$ cat config.mk
export PLATFORM = sky130hd
export DESIGN_NAME = sad9_array
export DESIGN_NICKNAME = d
export VERILOG_FILES = /design/src/rtl/sad9_array.sv
export SDC_FILE = /design/constraint.sdc
export NUM_CORES = 2
export LEC_CHECK = 0
export ABC_AREA = 1
export CAP_MARGIN = 10
export CELL_PAD_IN_SITES_DETAIL_PLACEMENT = 1
export CELL_PAD_IN_SITES_GLOBAL_PLACEMENT = 1
export CORE_ASPECT_RATIO = 0.7
export CORE_MARGIN = 4
export CORE_UTILIZATION = 44
export CTS_CLUSTER_SIZE = 12
export DETAILED_ROUTE_END_ITERATION = 8
export DONT_BUFFER_PORTS = 1
export PLACE_DENSITY = 0.88
export SLEW_MARGIN = 20
export SYNTH_ARGS = -nofsm -noshare
export SYNTH_HDL_FRONTEND = slang
export SYNTH_SLANG_ARGS = --single-unit
$ cat constraint.sdc
create_clock -name clk -period 15.2 [get_ports clk]
set_input_delay 2.28 -clock clk [delete_from_list [all_inputs] [get_ports clk]]
set_output_delay 2.28 -clock clk [all_outputs]
set_load 0.005 [all_outputs]
$ cat src/rtl/sad9_array.sv
module sad9_array #(
  parameter int PIX_W = 8,
  parameter int LANES = 4,
  parameter int CANDS = 9,
  parameter int BEATS = 64,
  localparam int PSUM_W = PIX_W + $clog2(BEATS),
  localparam int COST_W = PSUM_W + $clog2(LANES),
  localparam int IDX_W = $clog2(CANDS)
) (
  input  logic                      clk,
  input  logic                      rst,
  input  logic                      start,
  input  logic [CANDS-1:0]          cand_inv,
  input  logic                      in_valid,
  input  logic [LANES*PIX_W-1:0]    cur_pix,
  input  logic [LANES*CANDS*PIX_W-1:0] ref_pix,
  output logic                      res_valid,
  output logic [CANDS*COST_W-1:0]   cost_flat,
  output logic [IDX_W-1:0]          best_idx,
  output logic [COST_W-1:0]         best_cost
);
  localparam int CNT_W = $clog2(BEATS + 1);
  localparam logic [CNT_W-1:0] LAST_C = CNT_W'(BEATS - 1);
  localparam logic [CNT_W-1:0] FULL_C = CNT_W'(BEATS);

  logic [CNT_W-1:0]  cnt;
  logic [CANDS-1:0]  inv_q;
  logic              fin1, fin2;
  logic [PSUM_W-1:0] psum [LANES*CANDS];
  logic [COST_W-1:0] tot  [CANDS];
  logic [COST_W-1:0] cost_q [CANDS];
  logic [IDX_W-1:0]  mi;
  logic [COST_W-1:0] mc;

  wire take = in_valid && !start && (cnt < FULL_C);

  always_ff @(posedge clk) begin
    if (rst) begin
      cnt <= FULL_C;
      inv_q <= '0;
      fin1 <= 1'b0;
      fin2 <= 1'b0;
      res_valid <= 1'b0;
    end else begin
      if (start) begin
        cnt <= '0;
        inv_q <= cand_inv;
      end else if (take) begin
        cnt <= cnt + 1'b1;
      end
      fin1 <= take && (cnt == LAST_C);
      fin2 <= fin1;
      res_valid <= fin2;
    end
  end

  for (genvar l = 0; l < LANES; l++) begin : g_lane
    for (genvar c = 0; c < CANDS; c++) begin : g_pe
      wire [PIX_W-1:0] a = cur_pix[l*PIX_W +: PIX_W];
      wire [PIX_W-1:0] b = ref_pix[(l*CANDS+c)*PIX_W +: PIX_W];
      wire [PIX_W-1:0] d = (a > b) ? (a - b) : (b - a);
      always_ff @(posedge clk) begin
        if (rst || start) psum[l*CANDS+c] <= '0;
        else if (take) psum[l*CANDS+c] <= psum[l*CANDS+c] + PSUM_W'(d);
      end
    end
  end

  always_comb begin
    for (int c = 0; c < CANDS; c++) begin
      tot[c] = '0;
      for (int l = 0; l < LANES; l++) tot[c] = tot[c] + COST_W'(psum[l*CANDS+c]);
    end
  end

  for (genvar c = 0; c < CANDS; c++) begin : g_cost
    always_ff @(posedge clk) begin
      if (rst) cost_q[c] <= '0;
      else if (fin1) cost_q[c] <= inv_q[c] ? {COST_W{1'b1}} : tot[c];
    end
    assign cost_flat[c*COST_W +: COST_W] = cost_q[c];
  end

  always_comb begin
    mi = '0;
    mc = cost_q[0];
    for (int c = 1; c < CANDS; c++) begin
      if (cost_q[c] < mc) begin
        mi = IDX_W'(c);
        mc = cost_q[c];
      end
    end
  end

  always_ff @(posedge clk) begin
    if (rst) begin
      best_idx <= '0;
      best_cost <= '0;
    end else if (fin2) begin
      best_idx <= mi;
      best_cost <= mc;
    end
  end
endmodule

==> results.md <==
* Status: finished clean
* Post-DP HPWL at ~230000 um
* CTS Buffer Depth at 3
* Final cycle utilization of the critical path at 0.910
* PwrDens at ~100 mW/mm^2
* Tightest Pin Transition at 1.12 ns
* IO Port Bufs at 0
* Post-Synthesis Cell Area at 0.0719 sq mm
* Crit path time final at approximately 14 ns
* Pre-CTS setup slack at -0.167 ns
* Syn Nets at 10270
* Initial antenna violation count at 35
* Num CTS Buffers at 81
* Clk pin slew, worst setup/hold paths at 0.06 ns
* Vias in the first global route at ~64000
* Total power at slightly below 0.008 W
* Placed Cells at between 10000 and 15000
* Cell mode on critical path: nand2_4
* Achievable frequency at between 70 and 80 MHz
* Post-Route WL at 285000 um
* Layout area overhead at 7.01%
* Synth Instances at about 8500
* Largest net degree at the start of global routing at 169
* Clock latency on the worst-skew pair at around 0.70 ns
* Routed Antenna Nets at 0
* Cell variety after synth at between 50 and 60
* GRT Overall Usage at 0.325
* Final worst slack at approximately 1.4 ns
* Crit-path max cell delay at 0.55 ns
* Initial core utilization at 0.445
* Commonest non-fill, non-tap cell in the layout: inv_1
* Worst setup EP type: register
* First-pass GRT wire length at 417000 um
* CTS tree: yes
* GP Congestion at 1.00
* Pint at 0.00442 W
* Share of layout cells above drive strength 1 at 0.0290
* Mux cell area share after synthesis at 0.0108
* Yosys warning total at 0
* Final net count at 10225
* Num Clock Sinks at between 600 and 700
* Core Area at around 0.16 sq mm
* Slew headroom at 0.253
* FF+latch area at 0.0202 sq mm
* NetSw at roughly 0.0034 W
* IO Pins at 498
* Avg Cell Area, Syn at 8.45 sq um
* Most common flop cell mapped by yosys: edfxtp_1
* DR WL/cell at around 27 um
* Max Slew Vio Count at 0
* DR pass1 iterations at 6
* XOR/XNOR Fraction of Synth Area at 0.0377
* Switching Fraction at 0.433
* WS Path Type: reg -> reg
* Crit-path max FO at 34
* Placed cell areas at around 0.074 sq mm
* Clock share of power at 0.258
* Post-synth ARST share at 0
* Vias at ~63000
* Via density at between 5 and 6
* Max Clock Skew at roughly 0.027 ns
* Post-synth EDFFs at 648
* Gate power share at 0.446
* Seq/Total Area, Yosys at 0.282
* Reg-to-reg startpoint: cost_q[1][11]
* Max Cap Viol at 0
* Synth Area in Adders at 0.287
* R2r setup slk at approximately 1.4 ns
* WHS Path Cells at 2
* Detailed Route Iter0 Violations at 5848
* Multi-input gate area at 0.0458 sq mm
* Rows at about 120
* Setup Viol. Count Final at 0
* Leak at 37.6 nW
* Post-route cell area at a little under 0.08 sq mm
* Slowest CP cell: o21ai_0
* Hold path start: cnt[5]
* Flops & latches, synth at around 690
* Fillcell total at 19161
* Reg2reg path depth at 60
* Die Height at ~350 um
* Simple-gate share of the synthesized area at 0.128
* Layout Cells excl Fill at around 11000
* Die Area at between 0.15 and 0.2 sq mm
* HP Class: reg -> reg
* Worst EP required at 15.83 ns
* GRT overflow at 0
* Reg power frac at 0.295
* Worst VDD drop at ~0.000085 V
* Root Buffer: clkbuf_16
* H-tree depth at 3
* DRC Markers at 0
* RSZ-0062 raised after global routing: no
* R2R Path End: best_cost[4]
* Final Hold Fails at 0
* Critical path launch point type: register
* Most frequent cells in the layout: 1394 x inv_1, 1198 x nand2_1, 1073 x ha_1
* Data arrival, critical path at about 14 ns
* Largest family of logic cells by synthesized area: adder cells
* Synth Area in Compound Gates at 0.173
* DIE WIDTH at just under 500 um
* Hold EP: cnt[5]
==> layout make-up <==
| class | instances | area share |
|---|---|---|
| Antenna cell | 25 | 0.000814 |
| Clock buffer | 99 | 0.0282 |
| Clock inverter | 47 | 0.00557 |
| Inverter | 1403 | 0.0686 |
| Multi-Input combinational cell | 6259 | 0.596 |
| Sequential cell | 687 | 0.263 |
| Tap cell | 2125 | 0.0346 |
| Timing Repair Buffer | 27 | 0.00311 |
==> layer usage <==
metal  part of all wire  GRT usage  vias to the layer above
met4              0.034      0.101                       14
met2               0.41      0.466                     2469
met1               0.44      0.450                    31474
li1                   -          -                    28751
met5            0.00030          0                        -
met3               0.12      0.125                      406
==> worst max-delay path: cells and delay by family (launching register included) <==
kind                     cells  cell delay [ns]
AO/OA/AOI/OAI               26             6.69
adder cells (fa/ha/maj)      8             2.58
buffers and inverters        5             0.96
flip-flops                   1             0.50
AND/OR/NAND/NOR             21             2.96
==> power by group through the flow <==
| stage | sequential, W | combinational [W] | clock, W |
|---|---|---|---|
| floorplan | 0.00232 | 0.00227 | 0 |
| global placement | 0.00233 | 0.00316 | 0 |
| detailed placement | 0.00234 | 0.00335 | 0 |
| CTS | 0.00230 | 0.00339 | 0.00203 |
| global route | 0.00231 | 0.00385 | 0.00211 |
| finish | 0.00230 | 0.00348 | 0.00201 |
==> cells by family (layout without fill, tap and decap cells) <==
logic type,count (synthesis),count (layout)
AO/OA/AOI/OAI,2224,2224
XOR/XNOR,309,309
adder cells (fa/ha/maj),1433,1433
buffers and inverters,1558,1576
flip-flops,687,687
multiplexers,77,77
other,0,25
AND/OR/NAND/NOR,2216,2216
==> through the flow <==
step / util / hold slack (ns) / TNS, ns
detailed placement: 0.459 / 0.464 / -2.16
global placement: 0.459 / 0.454 / 0
CTS: 0.475 / 0.475 / 0
global route: 0.476 / 0.501 / 0
floorplan: - / 0.438 / 0
finish: 0.476 / 0.471 / 0
==> cell usage after synthesis (76+ instances only) <==
| cell type | count | area share |
|---|---|---|
| fa_1 | 360 | 0.10 |
| edfxtp_1 | 648 | 0.27 |
| xnor2_1 | 94 | 0.011 |
| o21a_1 | 115 | 0.012 |
| clkbuf_1 | 147 | 0.0077 |
| ha_1 | 1073 | 0.19 |
| xor2_1 | 215 | 0.026 |
| inv_1 | 1394 | 0.073 |
| a31oi_1 | 78 | 0.0068 |
| nand2_1 | 1200 | 0.063 |
| nor2_1 | 597 | 0.031 |
| a211oi_1 | 76 | 0.0079 |
| nand3_1 | 263 | 0.018 |
| o21ai_0 | 782 | 0.054 |
| a21oi_1 | 932 | 0.065 |
==> worst max-delay path by stage <==
stage	start	end	slack [ns]	cells after the start
5_1_grt	cost_q[1][15]	best_cost[0]	0.16	66
3_5_place_dp	cost_q[1][15]	best_cost[3]	-0.17	61
6_report	cost_q[1][11]	best_cost[4]	1.37	60
3_3_place_gp	cost_q[1][15]	best_cost[4]	0.07	61
4_1_cts	cost_q[0][15]	best_cost[4]	0.06	62
2_1_floorplan	start	psum[0][0]	0.87	3
==> registers in the layout, summed over array words and instances (netlist names), 4 cells and up <==
signal / count
psum: 504
best_cost: 16
inv_q: 9
cost_q: 144
cnt: 7
best_idx: 4
==> timing repair <==
item	CTS	global route
buffers inserted	0	2
cloned	0	0
pin swaps	0	1
hold buffers	0	0
resized for setup	4	20
endpoints found under the setup margin	16	20
Note: power is estimated with default switching activity, not from simulation.
